$ cat config.mk
export PLATFORM = sky130hd
export DESIGN_NAME = rgmii_rx_retimer
export DESIGN_NICKNAME = d
export VERILOG_FILES = /design/src/rtl/rxadj_pkg.sv /design/src/rtl/rxadj_edge_sync.sv /design/src/rtl/rxadj_counter.sv /design/src/rtl/rxadj_sampler.sv /design/src/rtl/rgmii_rx_retimer.sv
export SDC_FILE = /design/constraint.sdc
export NUM_CORES = 1
export LEC_CHECK = 0
export BUFFER_PORTS_ARGS = -buffer_cell sky130_fd_sc_hd__buf_2
export CAP_MARGIN = 20
export CORE_ASPECT_RATIO = 1.2
export CORE_UTILIZATION = 25
export DETAILED_ROUTE_END_ITERATION = 10
export RECOVER_POWER = 25
export SYNTH_ARGS = -nofsm -noshare
export SYNTH_HDL_FRONTEND = slang
export SYNTH_SLANG_ARGS = --single-unit
export TNS_END_PERCENT = 5
$ cat constraint.sdc
create_clock -name clk -period 3 [get_ports clk]
set_input_delay 0.15 -clock clk [delete_from_list [all_inputs] [get_ports clk]]
set_output_delay 0.15 -clock clk [all_outputs]
set_load 0.02 [all_outputs]
$ cat src/rtl/rxadj_pkg.sv
package rxadj_pkg;
    typedef enum logic {EDGE_FALL = 1'b0, EDGE_RISE = 1'b1} edge_kind_e;
endpackage

$ cat src/rtl/rxadj_edge_sync.sv
module rxadj_edge_sync (
    input  logic clk,
    input  logic rst_n,
    input  logic lvl_i,
    output logic edge_o,
    output logic level_o
);
    typedef struct packed {
        logic [2:0] pipe;
    } sync_t;

    sync_t s_d, s_q;

    always_comb begin
        s_d      = s_q;
        s_d.pipe = {s_q.pipe[1:0], lvl_i};
    end

    always_ff @(posedge clk or negedge rst_n) begin
        if (!rst_n) s_q <= '0;
        else        s_q <= s_d;
    end

    assign level_o = s_q.pipe[1];
    assign edge_o  = s_q.pipe[1] ^ s_q.pipe[2];
endmodule

$ cat src/rtl/rxadj_counter.sv
module rxadj_counter #(
    parameter int CNT_W = 6
) (
    input  logic             clk,
    input  logic             rst_n,
    input  logic             edge_i,
    output logic [CNT_W-1:0] cnt_o,
    output logic [CNT_W-1:0] period_o
);
    localparam logic [CNT_W-1:0] CNT_MAX = '1;

    typedef struct packed {
        logic [CNT_W-1:0] cnt;
        logic [CNT_W-1:0] period;
    } cnt_t;

    cnt_t c_d, c_q;
    logic [CNT_W-1:0] cnt_inc;

    always_comb begin
        c_d     = c_q;
        cnt_inc = (c_q.cnt == CNT_MAX) ? CNT_MAX : c_q.cnt + CNT_W'(1);
        if (edge_i) begin
            c_d.cnt    = '0;
            c_d.period = cnt_inc;
        end else begin
            c_d.cnt    = cnt_inc;
        end
    end

    always_ff @(posedge clk or negedge rst_n) begin
        if (!rst_n) c_q <= '{cnt: CNT_MAX, period: '0};
        else        c_q <= c_d;
    end

    assign cnt_o    = c_q.cnt;
    assign period_o = c_q.period;

    AST_CNT_CLEAR: assert property (@(posedge clk) disable iff (!rst_n)
        edge_i |=> (cnt_o == '0));
    AST_CNT_SATURATE: assert property (@(posedge clk) disable iff (!rst_n)
        (!edge_i && cnt_o == CNT_MAX) |=> (cnt_o == CNT_MAX));
endmodule

$ cat src/rtl/rxadj_sampler.sv
module rxadj_sampler
    import rxadj_pkg::*;
#(
    parameter int SIG_W = 5,
    parameter int DLY_W = 5,
    parameter int CNT_W = DLY_W + 1
) (
    input  logic             clk,
    input  logic             rst_n,
    input  logic             edge_i,
    input  logic             level_i,
    input  logic [CNT_W-1:0] cnt_i,
    input  logic [CNT_W-1:0] period_i,
    input  logic [SIG_W-1:0] rx_sig_i,
    input  logic             cfg_enable,
    input  logic             cfg_setup,
    input  logic [DLY_W-1:0] cfg_delay,
    input  logic [SIG_W-1:0] cfg_skew,
    output logic [SIG_W-1:0] cap_sig_o,
    output logic             cap_valid_o,
    output logic             cap_rise_o
);
    typedef struct packed {
        logic [SIG_W-1:0] hold;
        edge_kind_e       kind;
        logic [SIG_W-1:0] cap;
        logic             valid;
        logic             rise;
    } smp_t;

    smp_t s_d, s_q;
    logic [CNT_W-1:0] tgt, tgt_late;

    always_comb begin
        s_d       = s_q;
        s_d.valid = 1'b0;
        tgt       = cfg_setup ? (period_i >> 1) : CNT_W'(cfg_delay);
        tgt_late  = tgt + CNT_W'(1);
        if (edge_i) s_d.kind = edge_kind_e'(level_i);
        if (!cfg_enable) begin
            if (edge_i) begin
                s_d.cap   = rx_sig_i;
                s_d.valid = 1'b1;
                s_d.rise  = level_i;
            end
        end else begin
            if (cnt_i == tgt) s_d.hold = rx_sig_i;
            if (cnt_i == tgt_late) begin
                s_d.cap   = (cfg_skew & rx_sig_i) | (~cfg_skew & s_q.hold);
                s_d.valid = 1'b1;
                s_d.rise  = (s_q.kind == EDGE_RISE);
            end
        end
    end

    always_ff @(posedge clk or negedge rst_n) begin
        if (!rst_n) s_q <= '{hold: '0, kind: EDGE_FALL, cap: '0, valid: 1'b0, rise: 1'b0};
        else        s_q <= s_d;
    end

    assign cap_sig_o   = s_q.cap;
    assign cap_valid_o = s_q.valid;
    assign cap_rise_o  = s_q.rise;

    AST_BYPASS_DATA: assert property (@(posedge clk) disable iff (!rst_n)
        (!cfg_enable && edge_i) |=> (cap_valid_o && cap_sig_o == $past(rx_sig_i)));
    AST_BYPASS_QUIET: assert property (@(posedge clk) disable iff (!rst_n)
        (!cfg_enable && !edge_i) |=> !cap_valid_o);
endmodule

$ cat src/rtl/rgmii_rx_retimer.sv
module rgmii_rx_retimer #(
    parameter int SIG_W = 5,
    parameter int DLY_W = 5
) (
    input  logic             clk,
    input  logic             rst_n,
    input  logic             rx_clk_lvl,
    input  logic [SIG_W-1:0] rx_sig,
    input  logic             cfg_enable,
    input  logic             cfg_setup,
    input  logic [DLY_W-1:0] cfg_delay,
    input  logic [SIG_W-1:0] cfg_skew,
    output logic [SIG_W-1:0] cap_sig,
    output logic             cap_valid,
    output logic             cap_rise
);
    localparam int CNT_W = DLY_W + 1;

    logic             rx_edge, rx_level;
    logic [CNT_W-1:0] cnt, period;

    rxadj_edge_sync u_sync (
        .clk     (clk),
        .rst_n   (rst_n),
        .lvl_i   (rx_clk_lvl),
        .edge_o  (rx_edge),
        .level_o (rx_level)
    );

    rxadj_counter #(.CNT_W(CNT_W)) u_cnt (
        .clk      (clk),
        .rst_n    (rst_n),
        .edge_i   (rx_edge),
        .cnt_o    (cnt),
        .period_o (period)
    );

    rxadj_sampler #(.SIG_W(SIG_W), .DLY_W(DLY_W), .CNT_W(CNT_W)) u_smp (
        .clk         (clk),
        .rst_n       (rst_n),
        .edge_i      (rx_edge),
        .level_i     (rx_level),
        .cnt_i       (cnt),
        .period_i    (period),
        .rx_sig_i    (rx_sig),
        .cfg_enable  (cfg_enable),
        .cfg_setup   (cfg_setup),
        .cfg_delay   (cfg_delay),
        .cfg_skew    (cfg_skew),
        .cap_sig_o   (cap_sig),
        .cap_valid_o (cap_valid),
        .cap_rise_o  (cap_rise)
    );
endmodule

Word level (Yosys, flattened, before mapping)
Index checks and enable logic that the tools add are counted.

word-level totals
  register bits after elaboration = 28
  bits of input ports = 20
  output and inout bits = 7
  word-level logic and storage cells = 28

operators by class
  add/subtract/negate cells = 2
  eq/ne operators = 4
  multiplexer cells = 6
  bitwise operators = 5
  reduce and logical (&&, ||, !) cells = 3

operator list
  operator             number
  $mux 7               3
  $add 6x1->6 const B  2
  $eq 6x6->1           2
  $mux 6               2
  $and 5x5->5          2
  $eq 6x6->1 const B   1
  $mux 5               1
  $not 5->5            1
  $or 5x5->5           1
  $reduce_and 2->1     2
  $ne 2x1->1 const B   1
  $reduce_bool 2->1    1
  $xor 1x1->1          1

Logic depth before layout (Yosys ltp)
Gate-level depths: netlist (run 1).

  depth in word-level cells = 5
  gate-level depth with buffers = 9
  mapped depth without buffers = 7

By module
Synthesis (run 1) repeated with hierarchy kept, for this count alone.

unflattened totals
  cell total of the unflattened synthesis = 154
  area total of the unflattened synthesis = 1577.8 um^2

modules (own cells, without submodules)
  module           times used  cells an instance  area an instance (um^2)  seq. area each (um^2)
  rxadj_sampler    1           97                 948.4                    325.3
  rxadj_counter    1           53                 545.5                    307.8
  rxadj_edge_sync  1           4                  83.8                     75.1

Worst setup path before layout (run 1)
OpenSTA, ideal clock, no wires.

  path kind = reg2reg
  from = register u_cnt.c_q, in the netlist u_cnt.period_o[1]
  to = register u_smp.s_q, in the netlist u_smp.cap_sig_o[0]
  library setup time = 80 ps
  arrival = 2093 ps
  data required time = 2920 ps
  setup slack = 827 ps
  stages on the path, launching flop included = 9
  clock period less this slack = 2173 ps
  cells stage by stage = dfrtp_1 mux2_2 ha_1 or3b_1 a31oi_1 o221ai_2 or2_1 buf_6 o211ai_2

between the ends
  cells in the longest elaborated chain, start to end = 5

ends and longest elaborated chain
  what                        line                 RTL
  start, declared             rxadj_counter.sv:17  cnt_t c_d, c_q;
  start signal, assigned      rxadj_counter.sv:32  if (!rst_n) c_q <= '{cnt: CNT_MAX, period: '0};
  $mux 5                      rxadj_sampler.sv:37  tgt = cfg_setup ? (period_i >> 1) : CNT_W'(cfg_delay);
  $add 6x1->6                 rxadj_sampler.sv:38  tgt_late = tgt + CNT_W'(1);
  $eq 6x6->1                  rxadj_sampler.sv:48  if (cnt_i == tgt_late) begin
  $ne 2x1->1 (no line)        -
  $reduce_and 2->1 (no line)  -
  end signal, assigned        rxadj_sampler.sv:57  if (!rst_n) s_q <= '{hold: '0, kind: EDGE_FALL, cap: '0, valid: 1'b0, rise: 1'b0};
  end, declared               rxadj_sampler.sv:31  smp_t s_d, s_q;

Every way passes these cells.
A chain may end at the register's enable or synchronous reset.

Final worst setup path (run 1)
  from = register u_cnt.c_q, in the netlist u_cnt.period_o[1]
  to = register u_smp.s_q, in the netlist u_smp.cap_sig_o[2]

The elaborated chain is that of the path after synthesis.

==> run_summary.xml, run 1 <==
<?xml version="1.0" encoding="UTF-8"?>
<metrics>
  <group name="sta">
    <metric name="max_clock_freq" unit="GHz">0.422</metric>
    <metric name="final-setup-viol-count" unit="">0</metric>
    <metric name="hold_violations" unit="">0</metric>
    <metric name="tightestPinTransition" unit="ns">1.44</metric>
    <metric name="timing.final.crit_period" unit="ns">2.37</metric>
    <metric name="final-max-slew-violation-count" unit="">0</metric>
    <metric name="tns" unit="ns">0</metric>
    <metric name="rsz0062_at_grt" unit="">no</metric>
    <metric name="fin_crit_sh" unit="%">79.1</metric>
    <metric name="relSlewSlack" unit="%">3.70</metric>
    <metric name="fin_worst_skew" unit="ns">0.0110</metric>
  </group>
  <group name="clock_tree">
    <metric name="source_to_sink_clock_delay_at_the_later_pin_of_the_worst_skew_pair" unit="ns">0.28</metric>
    <metric name="cts_resized" unit="">0</metric>
    <metric name="cts_tree" unit="">done</metric>
    <metric name="cts-root-buf" unit="">clkbuf_8</metric>
    <metric name="cts.path.max_buffers" unit="">2</metric>
    <metric name="cts.htree.levels" unit="">1</metric>
    <metric name="cts_made_buffers" unit="">3</metric>
    <metric name="post-cts-setup-buffer-count" unit="">0</metric>
    <metric name="cts_sinks" unit="">27</metric>
    <metric name="clk_transition_reported_paths" unit="ns">0.10</metric>
  </group>
  <group name="critical_path">
    <metric name="critical_path.startpoint_type" unit="">flop</metric>
    <metric name="path_cells" unit="">mux2_2 &gt; ha_1 &gt; or3b_1 &gt; a31oi_1 &gt; o221ai_2 &gt; or2_1 &gt; o211ai_2</metric>
    <metric name="slowest_delay" unit="ns">0.40</metric>
    <metric name="timing.critical_path.arrival" unit="ns">2.58</metric>
    <metric name="crit_path_top_delay_cell" unit="">dfrtp_1</metric>
    <metric name="cp_top_family" unit="">simple AND/OR/NAND/NOR gates</metric>
    <metric name="kind_of_end_point_of_the_critical_path" unit="">flop</metric>
    <metric name="critPathMaxFanout" unit="">7</metric>
    <metric name="worstSetupPathType" unit="">flop to flop</metric>
    <metric name="cp_num_buf_inv" unit="">0</metric>
    <metric name="cp_data_required_time" unit="ns">3.21</metric>
  </group>
  <group name="global_route">
    <metric name="grt_overflow" unit="">0</metric>
    <metric name="grt_first_pass_wirelength" unit="µm">4990</metric>
    <metric name="antenna_found_initial" unit="">0</metric>
    <metric name="maximum_number_of_pins_on_one_net_before_global_route_repair" unit="">28</metric>
    <metric name="global_route.usage.total" unit="%">10.3</metric>
    <metric name="number_of_global_route_vias_before_repair" unit="">1082</metric>
  </group>
  <group name="layout">
    <metric name="final-instance-count-excl-fill" unit="">235</metric>
    <metric name="finish.net_count" unit="">179</metric>
    <metric name="ant_diodes" unit="">0</metric>
    <metric name="area.growth.synth_to_final" unit="%">14.7</metric>
    <metric name="mostFrequentLayoutCell" unit="">buf_2</metric>
    <metric name="fin_area" unit="µm²">1740</metric>
    <metric name="layout_common_cells" unit="">buf_2, dfrtp_1, mux2_2, nand2_1, mux2i_1</metric>
    <metric name="final_layout_size_suffix_gt1_share" unit="%">35.5</metric>
  </group>
  <group name="drt">
    <metric name="iteration_count_of_the_initial_detailed_routing_pass" unit="">4</metric>
    <metric name="drt_iter0_drc" unit="">37</metric>
    <metric name="drc" unit="">0</metric>
    <metric name="routedWlPerCell" unit="µm">12.4</metric>
    <metric name="drt.antenna.violating_nets" unit="">0</metric>
    <metric name="post_detailed_routing_wire_length" unit="µm">2910</metric>
    <metric name="routed_via_density" unit="">4.57</metric>
    <metric name="vias" unit="">1073</metric>
  </group>
  <group name="place">
    <metric name="io_buffers" unit="">26</metric>
    <metric name="placed_cells" unit="">229</metric>
    <metric name="finalWeightedCongestion" unit="">0.771</metric>
    <metric name="dpl.hpwl" unit="µm">2160</metric>
    <metric name="dpl-instance-area" unit="µm²">1670</metric>
  </group>
  <group name="die">
    <metric name="fp.dieH" unit="µm">87.4</metric>
    <metric name="num_io_pins" unit="">27</metric>
    <metric name="die_x" unit="µm">73.1</metric>
    <metric name="start_util" unit="%">26.4</metric>
    <metric name="fp.coreArea" unit="µm²">5740</metric>
    <metric name="die-area" unit="µm²">6390</metric>
    <metric name="num_rows" unit="">30</metric>
  </group>
  <group name="hold_path">
    <metric name="min_path_type" unit="">primary input to flop</metric>
  </group>
  <group name="yosys">
    <metric name="muxShareOfSynthArea" unit="%">13.7</metric>
    <metric name="synth_top_cell_by_area" unit="">dfrtp_1</metric>
    <metric name="post_synth_and_or_nand_nor_area_fraction" unit="%">12.9</metric>
    <metric name="mapped_avg_cell_area" unit="µm²">11.3</metric>
    <metric name="yosysWarnings" unit="">0</metric>
    <metric name="largest_family_of_logic_cells_by_synthesized_area" unit="">compound AO/OA/AOI/OAI gates</metric>
    <metric name="synth_xor_xnor_area_share" unit="%">4.04</metric>
    <metric name="ys_top_cells_by_area" unit="">dfrtp_1, dfstp_2, mux2_2</metric>
    <metric name="yosys.area_share.adder" unit="%">2.47</metric>
    <metric name="mappedNetlistArea" unit="µm²">1520</metric>
    <metric name="synth_compound_area_share" unit="%">15.9</metric>
    <metric name="synth_sequential_area_ratio" unit="%">45.0</metric>
    <metric name="ys_dominant_reg_cell" unit="">dfrtp_1</metric>
    <metric name="syn_inst" unit="">134</metric>
    <metric name="synth_nets" unit="">157</metric>
    <metric name="count_of_flip_flops_with_a_built_in_enable_after_synthesis" unit="">0</metric>
    <metric name="yosys.cell_types.count" unit="">42</metric>
    <metric name="synth_seq_cells" unit="">27</metric>
    <metric name="synth_top_cell_area_share" unit="%">34.6</metric>
    <metric name="postSynth.asyncResetShare" unit="%">100</metric>
  </group>
  <group name="power_and_ir_drop">
    <metric name="power_frac_comb" unit="%">30.0</metric>
    <metric name="netSwitchingFraction" unit="%">32.0</metric>
    <metric name="clkPwrFrac" unit="%">20.9</metric>
    <metric name="seq_power_share" unit="%">49.1</metric>
    <metric name="p_switching" unit="µW">323</metric>
    <metric name="p_int" unit="µW">689</metric>
    <metric name="vdd_drop_max" unit="mV">0.185</metric>
    <metric name="power_density" unit="nW/µm²">581</metric>
    <metric name="totalPowerFinal" unit="mW">1.01</metric>
    <metric name="power_leakage" unit="nW">0.728</metric>
  </group>
  <group name="job">
    <metric name="maxCapViolCount" unit="">0</metric>
  </group>
  <group name="status">
    <metric name="outcome" unit="">finished, final reports clean</metric>
  </group>
</metrics>
## cell families (layout without fill, tap and decap cells)
logic type / count (synthesis) / after routing
buffers and inverters: 15 / 36
multiplexers: 19 / 19
AO/OA/AOI/OAI: 28 / 28
adder cells (fa/ha/maj): 3 / 3
XOR/XNOR: 7 / 7
AND/OR/NAND/NOR: 35 / 35
flip-flops: 27 / 27
## flip-flops by register name, indices dropped and copies added (netlist names)
signal,count
u_sync.s_q,3
u_smp.cap_valid_o,1
u_smp.cap_sig_o,5
u_cnt.period_o,5
u_smp.s_q,6
u_smp.cap_rise_o,1
u_cnt.cnt_o,6
## timing repair
action,4_1_cts,5_1_grt
hold endpoints to repair,22,0
hold buffers,2,0
setup endpoints to repair,0,0
## metal layers
metal / global-route usage [%] / vias to the layer above / share of wire (%)
met4: 5.17 / 0 / 2.7
met3: 1.97 / 6 / 4.4
met2: 16.0 / 23 / 47
li1: - / 533 / -
met1: 13.4 / 511 / 46
met5: 0 / - / 0
## worst paths after layout
path	startpoint	to	slack, ns	depth (start not counted)
setup / recovery	u_cnt.period_o[1]$_DFFE_PN0N_	u_smp.cap_sig_o[2]$_DFFE_PN0P_	0.63	7
hold reg to reg	u_sync.s_q[0]$_DFF_PN0_	u_sync.s_q[1]$_DFF_PN0_	0.35	0
max in group asynchronous	rst_n	u_cnt.period_o[5]$_DFFE_PN0N_	1.42	2
min in group asynchronous	rst_n	u_smp.s_q[8]$_DFFE_PN0P_	0.73	2
hold / removal	rx_sig[0]	u_smp.cap_sig_o[0]$_DFFE_PN0P_	0.10	3
setup reg to reg	u_cnt.period_o[1]$_DFFE_PN0N_	u_smp.cap_sig_o[2]$_DFFE_PN0P_	0.63	7
## cell usage after synthesis (2+ instances only)
library cell	instances
ha_1	3
nor4b_1	2
mux2i_1	7
inv_1	4
buf_4	5
o221ai_1	5
and3_1	2
dfrtp_1	21
o211ai_2	5
dfstp_2	6
nand2b_1	2
a21oi_1	3
nor2_1	3
mux2_2	11
xor2_1	2
and2_1	4
buf_6	2
clkbuf_1	4
nor3_1	2
o21ai_0	5
xnor2_1	5
nand4_1	2
nand2_1	10
## worst min-delay path, delay by kind of cell
| family | cells | cell delay (ns) |
|---|---|---|
| buf+inv | 1 | 0.10 |
| simple gates | 1 | 0.06 |
| compound gates | 1 | 0.05 |
## power by group through the flow
stage               combinational (mW)  sequential, mW  clock, mW
global placement                 0.303           0.503          0
global route                     0.342           0.508      0.234
finish                           0.304           0.496      0.212
floorplan                        0.256           0.497          0
detailed placement               0.305           0.505          0
CTS                              0.308           0.497      0.219
## through the flow
step	utilization, %	worst slack (ns)	hold WS (ns)
floorplan	-	0.827	-0.146
detailed placement	29.1	0.584	0.191
global route	30.3	0.483	0.115
global placement	29.1	0.630	0.200
CTS	30.3	0.614	0.101
finish	30.3	0.628	0.100
## area by class of cell
cell class                      instances  area, µm²
Sequential cell                        27        683
Multi-Input combinational cell         92        744
Clock buffer                            3       41.3
Fill cell                             600       4000
Timing Repair Buffer                   28        149
Tap cell                               80        100
Inverter                                4       15.0
Clock inverter                          1       7.51
No activity file was read; power rests on OpenSTA's default activity.
==> inputs of run 2 (changes only) <==
Settings changed: ABC_AREA from default to 1.
Clock period 3 ns to 2.4 ns, I/O delays scaled along.
==> run 2 against run 1 <==
Against the previous run:
- final area up 15%
- sequential share of layout area down 5.2 points
- total power up 28%
- utilization down 0.87 points
- maximum frequency up 32%
- area after synthesis up 15%
- routed wire length up 20%
- count of clock-buffer cells in the layout unchanged
- non-clock buffer count unchanged
- setup slack worse by 0.027 ns
- largest power group unchanged
==> run_summary.xml, run 2 <==
<?xml version="1.0" encoding="UTF-8"?>
<metrics>
  <group name="status">
    <metric name="outcome" unit="">finished, final reports clean</metric>
  </group>
  <group name="power_and_ir_drop">
    <metric name="power_density" unit="nW/µm²">645</metric>
    <metric name="power_leakage" unit="nW">0.979</metric>
    <metric name="vdd_drop_max" unit="mV">0.258</metric>
  </group>
  <group name="drt">
    <metric name="routedWlPerCell" unit="µm">10.0</metric>
    <metric name="iteration_count_of_the_initial_detailed_routing_pass" unit="">4</metric>
    <metric name="drt.antenna.violating_nets" unit="">0</metric>
    <metric name="vias" unit="">1452</metric>
    <metric name="routed_via_density" unit="">4.17</metric>
    <metric name="drt_iter0_drc" unit="">84</metric>
    <metric name="drc" unit="">0</metric>
    <metric name="post_detailed_routing_wire_length" unit="µm">3500</metric>
  </group>
  <group name="sta">
    <metric name="hold_violations" unit="">0</metric>
    <metric name="tns" unit="ns">0</metric>
    <metric name="timing.final.crit_period" unit="ns">1.80</metric>
    <metric name="final-max-slew-violation-count" unit="">0</metric>
    <metric name="fin_worst_skew" unit="ns">0.00242</metric>
    <metric name="max_clock_freq" unit="GHz">0.556</metric>
    <metric name="fin_crit_sh" unit="%">75.0</metric>
    <metric name="final-setup-viol-count" unit="">0</metric>
    <metric name="rsz0062_at_grt" unit="">no</metric>
    <metric name="relSlewSlack" unit="%">3.74</metric>
    <metric name="tightestPinTransition" unit="ns">1.44</metric>
  </group>
  <group name="layout">
    <metric name="ant_diodes" unit="">0</metric>
    <metric name="final_layout_size_suffix_gt1_share" unit="%">27.6</metric>
    <metric name="area.growth.synth_to_final" unit="%">14.5</metric>
    <metric name="finish.net_count" unit="">285</metric>
    <metric name="mostFrequentLayoutCell" unit="">nand2_1</metric>
    <metric name="filler_cell_count" unit="">733</metric>
    <metric name="utilization_after_layout" unit="%">29.4</metric>
    <metric name="layout_common_cells" unit="">nand2_1, inv_1, nand3_1, buf_2, dfrtp_1</metric>
  </group>
  <group name="yosys">
    <metric name="yosysWarnings" unit="">0</metric>
    <metric name="yosys.cell_types.count" unit="">28</metric>
    <metric name="syn_inst" unit="">236</metric>
    <metric name="synth_top_cell_area_share" unit="%">30.0</metric>
    <metric name="postSynth.asyncResetShare" unit="%">100</metric>
    <metric name="ys_dominant_reg_cell" unit="">dfrtp_1</metric>
    <metric name="synth_seq_cells" unit="">27</metric>
    <metric name="mappedNetlistArea" unit="µm²">1750</metric>
    <metric name="ys_top_cells_by_area" unit="">dfrtp_1, nand2_1, dfstp_2</metric>
    <metric name="netlist_top_cells_count" unit="">nand2_1, inv_1, nand3_1, dfrtp_1, nor2_1</metric>
    <metric name="count_of_flip_flops_with_a_built_in_enable_after_synthesis" unit="">0</metric>
    <metric name="synth_sequential_area_ratio" unit="%">39.0</metric>
    <metric name="mapped_avg_cell_area" unit="µm²">7.42</metric>
    <metric name="synth_top_cell_by_area" unit="">dfrtp_1</metric>
    <metric name="cell_with_the_most_instances_after_synthesis" unit="">nand2_1</metric>
    <metric name="synth_nets" unit="">259</metric>
  </group>
  <group name="clock_tree">
    <metric name="postCtsHoldBufs" unit="">2</metric>
    <metric name="source_to_sink_clock_delay_at_the_later_pin_of_the_worst_skew_pair" unit="ns">0.27</metric>
    <metric name="cts_made_buffers" unit="">3</metric>
    <metric name="cts_sinks" unit="">27</metric>
    <metric name="cts_tree" unit="">done</metric>
    <metric name="post-cts-setup-buffer-count" unit="">0</metric>
    <metric name="cts.path.max_buffers" unit="">2</metric>
    <metric name="cts.htree.levels" unit="">1</metric>
    <metric name="cts_resized" unit="">0</metric>
    <metric name="cts-root-buf" unit="">clkbuf_8</metric>
    <metric name="clk_transition_reported_paths" unit="ns">0.10</metric>
  </group>
  <group name="critical_path">
    <metric name="kind_of_end_point_of_the_critical_path" unit="">flop</metric>
    <metric name="worstSetupPathType" unit="">flop to flop</metric>
    <metric name="critPathMaxFanout" unit="">7</metric>
    <metric name="critical_path.startpoint_type" unit="">flop</metric>
    <metric name="cp_data_required_time" unit="ns">2.56</metric>
    <metric name="timing.critical_path.arrival" unit="ns">1.96</metric>
  </group>
  <group name="global_route">
    <metric name="grt_first_pass_wirelength" unit="µm">6070</metric>
    <metric name="antenna_found_initial" unit="">0</metric>
    <metric name="global_route.usage.total" unit="%">10.4</metric>
    <metric name="grt_overflow" unit="">0</metric>
    <metric name="maximum_number_of_pins_on_one_net_before_global_route_repair" unit="">28</metric>
    <metric name="number_of_global_route_vias_before_repair" unit="">1369</metric>
  </group>
  <group name="die">
    <metric name="start_util" unit="%">25.7</metric>
    <metric name="die-area" unit="µm²">7350</metric>
    <metric name="fp.coreArea" unit="µm²">6810</metric>
    <metric name="die_x" unit="µm">78.4</metric>
    <metric name="num_rows" unit="">33</metric>
    <metric name="num_io_pins" unit="">27</metric>
    <metric name="fp.dieH" unit="µm">93.7</metric>
  </group>
  <group name="hold_path">
    <metric name="min_path_type" unit="">primary input to flop</metric>
  </group>
  <group name="job">
    <metric name="maxCapViolCount" unit="">0</metric>
  </group>
  <group name="place">
    <metric name="finalWeightedCongestion" unit="">0.804</metric>
    <metric name="dpl.hpwl" unit="µm">2920</metric>
    <metric name="io_buffers" unit="">26</metric>
  </group>
</metrics>
-- run 2: worst max-delay path: stages, from the launching register on --
cell and delay, ns:
dfrtp_1 0.41, nand2_2 0.11, nand2_4 0.07, ha_1 0.31, nand2_1 0.07, nand3_1 0.09
nor2_2 0.13, nand2_1 0.07, nor2_2 0.11, nand3_2 0.14, nand3_1 0.11, nand3_1 0.07
-- run 2: cells by family after synthesis --
logic type	share of synthesized area, %
AO/OA/AOI/OAI	6.86
adder cells (fa/ha/maj)	2.14
buffers and inverters	10.9
flip-flops	39.0
AND/OR/NAND/NOR	41.1
-- run 2: routing by layer --
layer	global-route usage, %	routed length, µm	up-vias	part of all wire [%]
li1	-	-	782	-
met2	19.3	1820	15	52
met3	1.17	70	2	2.0
met5	0	0	-	0
met4	3.24	38	0	1.1
met1	12.4	1570	653	45
-- run 2: final cells by class --
class	instances	area [µm²]	area share (%)
multi-input cells	168	878	43.8
flip-flops and latches	27	683	34.1
repair buffers	28	149	7.42
inverters	34	138	6.86
well taps	87	109	5.43
clock buffers	3	41.3	2.06
clock inverters	1	7.51	0.374
-- run 2: through the flow --
step | power, mW | cell area (µm²) | worst slack (ns) | hold slack, ns | instances
final | 1.29 | 2010 | 0.601 | 0.0913 | 348
after global routing | 1.40 | 2010 | 0.423 | 0.109 | 348
after CTS | 1.30 | 2010 | 0.587 | 0.0863 | 348
after detailed placement | 1.04 | 1940 | 0.578 | 0.160 | 342
after global placement | 1.03 | 1940 | 0.635 | 0.168 | 342
after floorplan | 0.952 | 1750 | 0.762 | -0.176 | 236
-- run 2: final timing paths --
path | start | to | slack (ns) | cells after the start
min | rx_sig[1] | u_smp.cap_sig_o[1]$_DFFE_PN0P_ | 0.09 | 3
max reg2reg | u_cnt.period_o[1]$_DFFE_PN0N_ | u_smp.cap_sig_o[1]$_DFFE_PN0P_ | 0.60 | 11
max in group asynchronous | rst_n | u_cnt.period_o[3]$_DFFE_PN0N_ | 0.85 | 2
min reg2reg | u_sync.s_q[0]$_DFF_PN0_ | u_sync.s_q[1]$_DFF_PN0_ | 0.36 | 0
min in group asynchronous | rst_n | u_smp.s_q[9]$_DFFE_PN0P_ | 0.71 | 2
max | u_cnt.period_o[1]$_DFFE_PN0N_ | u_smp.cap_sig_o[1]$_DFFE_PN0P_ | 0.60 | 11
-- run 2: report_power, final --
group / total (mW) / leakage (nW) / switching (mW) / internal [mW]
registers: 0.607 / 0.316 / 0.0485 / 0.558
logic: 0.421 / 0.640 / 0.269 / 0.152
clock network: 0.265 / 0.0217 / 0.147 / 0.118
==> inputs of run 3 (changes only) <==
Settings changed: ABC_AREA 1 to 0.
Clock period 2.4 ns to 1.8 ns, I/O delays scaled along.
==> run 3 against run 2 <==
Against the previous run:
- combinational power is 56% higher
- sequential share of layout area is 0.085 points higher
- critical path type unchanged
- sequential cell count stayed put
- global-route usage is 0.051 points higher
- largest power group unchanged
- count of clock-buffer cells in the layout stayed put
- maximum frequency is 13% lower
- the flow now finishes with violations (negative setup slack)
- non-clock buffer count is 20 higher
==> run_summary.xml, run 3 (synthesis results as in run 1) <==
<?xml version="1.0" encoding="UTF-8"?>
<metrics>
  <group name="global_route">
    <metric name="antenna_found_initial" unit="">0</metric>
    <metric name="grt_overflow" unit="">0</metric>
    <metric name="maximum_number_of_pins_on_one_net_before_global_route_repair" unit="">28</metric>
    <metric name="global_route.usage.total" unit="%">10.5</metric>
    <metric name="number_of_global_route_vias_before_repair" unit="">1070</metric>
    <metric name="grt_first_pass_wirelength" unit="µm">5100</metric>
  </group>
  <group name="clock_tree">
    <metric name="cts-root-buf" unit="">clkbuf_8</metric>
    <metric name="clk_transition_reported_paths" unit="ns">0.10</metric>
    <metric name="cts.htree.levels" unit="">1</metric>
    <metric name="cts_sinks" unit="">27</metric>
    <metric name="cts_tree" unit="">done</metric>
    <metric name="post-cts-setup-buffer-count" unit="">0</metric>
    <metric name="cts_made_buffers" unit="">3</metric>
    <metric name="cts.path.max_buffers" unit="">2</metric>
    <metric name="source_to_sink_clock_delay_at_the_later_pin_of_the_worst_skew_pair" unit="ns">0.27</metric>
  </group>
  <group name="status">
    <metric name="outcome" unit="">finished with violations</metric>
    <metric name="failed_checks" unit="">negative setup slack</metric>
  </group>
  <group name="die">
    <metric name="fp.coreArea" unit="µm²">5740</metric>
    <metric name="die-area" unit="µm²">6390</metric>
    <metric name="start_util" unit="%">26.4</metric>
    <metric name="fp.dieH" unit="µm">87.4</metric>
    <metric name="die_x" unit="µm">73.1</metric>
    <metric name="num_io_pins" unit="">27</metric>
    <metric name="num_rows" unit="">30</metric>
  </group>
  <group name="place">
    <metric name="dpl.hpwl" unit="µm">2390</metric>
    <metric name="finalWeightedCongestion" unit="">0.754</metric>
    <metric name="io_buffers" unit="">26</metric>
    <metric name="detailedPlace.worstSlack" unit="ns">-0.354</metric>
  </group>
  <group name="sta">
    <metric name="fin_crit_sh" unit="%">115</metric>
    <metric name="final-setup-viol-count" unit="">12</metric>
    <metric name="final-max-slew-violation-count" unit="">0</metric>
    <metric name="timing.final.crit_period" unit="ns">2.07</metric>
    <metric name="max_clock_freq" unit="GHz">0.482</metric>
    <metric name="fin_worst_skew" unit="ns">0.00624</metric>
    <metric name="relSlewSlack" unit="%">55.2</metric>
    <metric name="hold_violations" unit="">0</metric>
    <metric name="timing.final.ws_setup" unit="ns">-0.273</metric>
    <metric name="rsz0062_at_grt" unit="">yes</metric>
    <metric name="tightestPinTransition" unit="ns">0.671</metric>
  </group>
  <group name="power_and_ir_drop">
    <metric name="vdd_drop_max" unit="mV">0.450</metric>
    <metric name="power_density" unit="nW/µm²">919</metric>
    <metric name="power_leakage" unit="nW">0.860</metric>
    <metric name="totalPowerFinal" unit="mW">1.84</metric>
  </group>
  <group name="layout">
    <metric name="final_layout_size_suffix_gt1_share" unit="%">50.9</metric>
    <metric name="finish.net_count" unit="">199</metric>
    <metric name="mostFrequentLayoutCell" unit="">buf_2</metric>
    <metric name="layout_common_cells" unit="">buf_2, dfrtp_1, buf_4, nand2_1, mux2_2</metric>
    <metric name="ant_diodes" unit="">0</metric>
    <metric name="filler_cell_count" unit="">580</metric>
    <metric name="area.growth.synth_to_final" unit="%">31.8</metric>
  </group>
  <group name="hold_path">
    <metric name="worst_hold_startpoint" unit="">rx_sig[3]</metric>
    <metric name="min_path_type" unit="">primary input to flop</metric>
  </group>
  <group name="critical_path">
    <metric name="critPathMaxFanout" unit="">5</metric>
    <metric name="critical_path.startpoint_type" unit="">flop</metric>
    <metric name="worstSetupPathType" unit="">flop to flop</metric>
    <metric name="cp_data_required_time" unit="ns">1.96</metric>
    <metric name="crit-reg2reg-launch" unit="">u_cnt.period_o[2]$_DFFE_PN0N_</metric>
    <metric name="worst_setup_path_startpoint" unit="">u_cnt.period_o[2]$_DFFE_PN0N_</metric>
    <metric name="r2r_setup_slack" unit="ns">-0.27</metric>
    <metric name="rr_endpoint" unit="">u_smp.cap_sig_o[3]$_DFFE_PN0P_</metric>
    <metric name="kind_of_end_point_of_the_critical_path" unit="">flop</metric>
    <metric name="ff2ff_path_depth" unit="">8</metric>
    <metric name="timing.critical_path.arrival" unit="ns">2.23</metric>
    <metric name="termination_of_the_worst_setup_path" unit="">u_smp.cap_sig_o[3]$_DFFE_PN0P_</metric>
  </group>
  <group name="drt">
    <metric name="routed_via_density" unit="">4.48</metric>
    <metric name="iteration_count_of_the_initial_detailed_routing_pass" unit="">3</metric>
    <metric name="drc" unit="">0</metric>
    <metric name="drt.antenna.violating_nets" unit="">0</metric>
    <metric name="routedWlPerCell" unit="µm">12.6</metric>
    <metric name="drt_iter0_drc" unit="">22</metric>
    <metric name="post_detailed_routing_wire_length" unit="µm">3200</metric>
    <metric name="vias" unit="">1143</metric>
  </group>
  <group name="job">
    <metric name="maxCapViolCount" unit="">0</metric>
  </group>
</metrics>
==> run 3: cell types whose count changed in the layout (fill, tap and decap cells not counted), moves of 6 or more <==
cell | before | now
nor2_1 | 19 | 3
a21oi_1 | 9 | 3
inv_1 | 30 | 4
nand3_1 | 27 | 1
nand2_1 | 61 | 10
nand2_2 | 15 | 0
nand2_4 | 6 | 0
mux2_2 | 0 | 9
buf_4 | 0 | 18
o21ai_0 | 10 | 4
==> run 3: stage by stage <==
step | setup TNS [ns] | area [µm²] | utilization (%) | cells | hold WS, ns
floorplan | -1.90 | 1540 | - | 134 | -0.206
global placement | -2.73 | 1840 | 32.1 | 249 | 0.144
detailed placement | -3.01 | 1840 | 32.1 | 249 | 0.138
CTS | -1.87 | 1970 | 34.3 | 255 | 0.0416
global route | -2.85 | 2000 | 34.8 | 255 | 0.0418
finish | -1.85 | 2000 | 34.8 | 255 | 0.0477
==> run 3: cell type report <==
class / instances / area [µm²] / share of cell area (%)
multi-input cells: 92 / 846 / 42.3
clock buffers: 3 / 41.3 / 2.06
clock inverters: 1 / 7.51 / 0.375
repair buffers: 48 / 308 / 15.4
well taps: 80 / 100 / 5.00
inverters: 4 / 15.0 / 0.750
flip-flops and latches: 27 / 683 / 34.1
==> run 3: worst max-delay path, stage by stage, from the launching register on <==
cell      delay [ns]
dfrtp_1         0.39
mux2_4          0.28
ha_4            0.17
or3b_1          0.34
a31oi_1         0.21
o221ai_2        0.15
buf_6           0.17
o221ai_2        0.16
o211ai_2        0.11
==> run 3: worst min-delay path by stage <==
stage / end / slack (ns) / depth (start not counted)
finish: u_smp.cap_sig_o[3]$_DFFE_PN0P_ / 0.05 / 3
global route: u_smp.cap_sig_o[1]$_DFFE_PN0P_ / 0.04 / 3
CTS: u_smp.cap_sig_o[2]$_DFFE_PN0P_ / 0.04 / 3
detailed placement: u_smp.s_q[10]$_DFFE_PN0P_ / 0.14 / 1
global placement: u_smp.s_q[9]$_DFFE_PN0P_ / 0.14 / 1
floorplan: u_cnt.period_o[1]$_DFFE_PN0N_ / -0.21 / 0
==> run 3: power breakdown <==
group          internal (mW)  switching [mW]  total (mW)
combinational          0.340           0.317       0.657
sequential             0.747          0.0834       0.831
clock                  0.157           0.194       0.351
total                   1.24           0.594        1.84
==> run 3: what timing repair did <==
item | in CTS | in global routing
gates resized for setup | 11 | 5
hold buffers | 2 | 0
endpoints found under the setup margin | 12 | 12
hold endpoints to repair | 22 | 0
pin swaps | 4 | 2
==> run 3: layer usage <==
layer	vias to the layer above	wire length, µm	GRT usage (%)
met4	0	17	3.21
met5	-	0	0
li1	574	-	-
met2	12	1690	18.4
met1	555	1410	13.3
met3	2	93	1.04
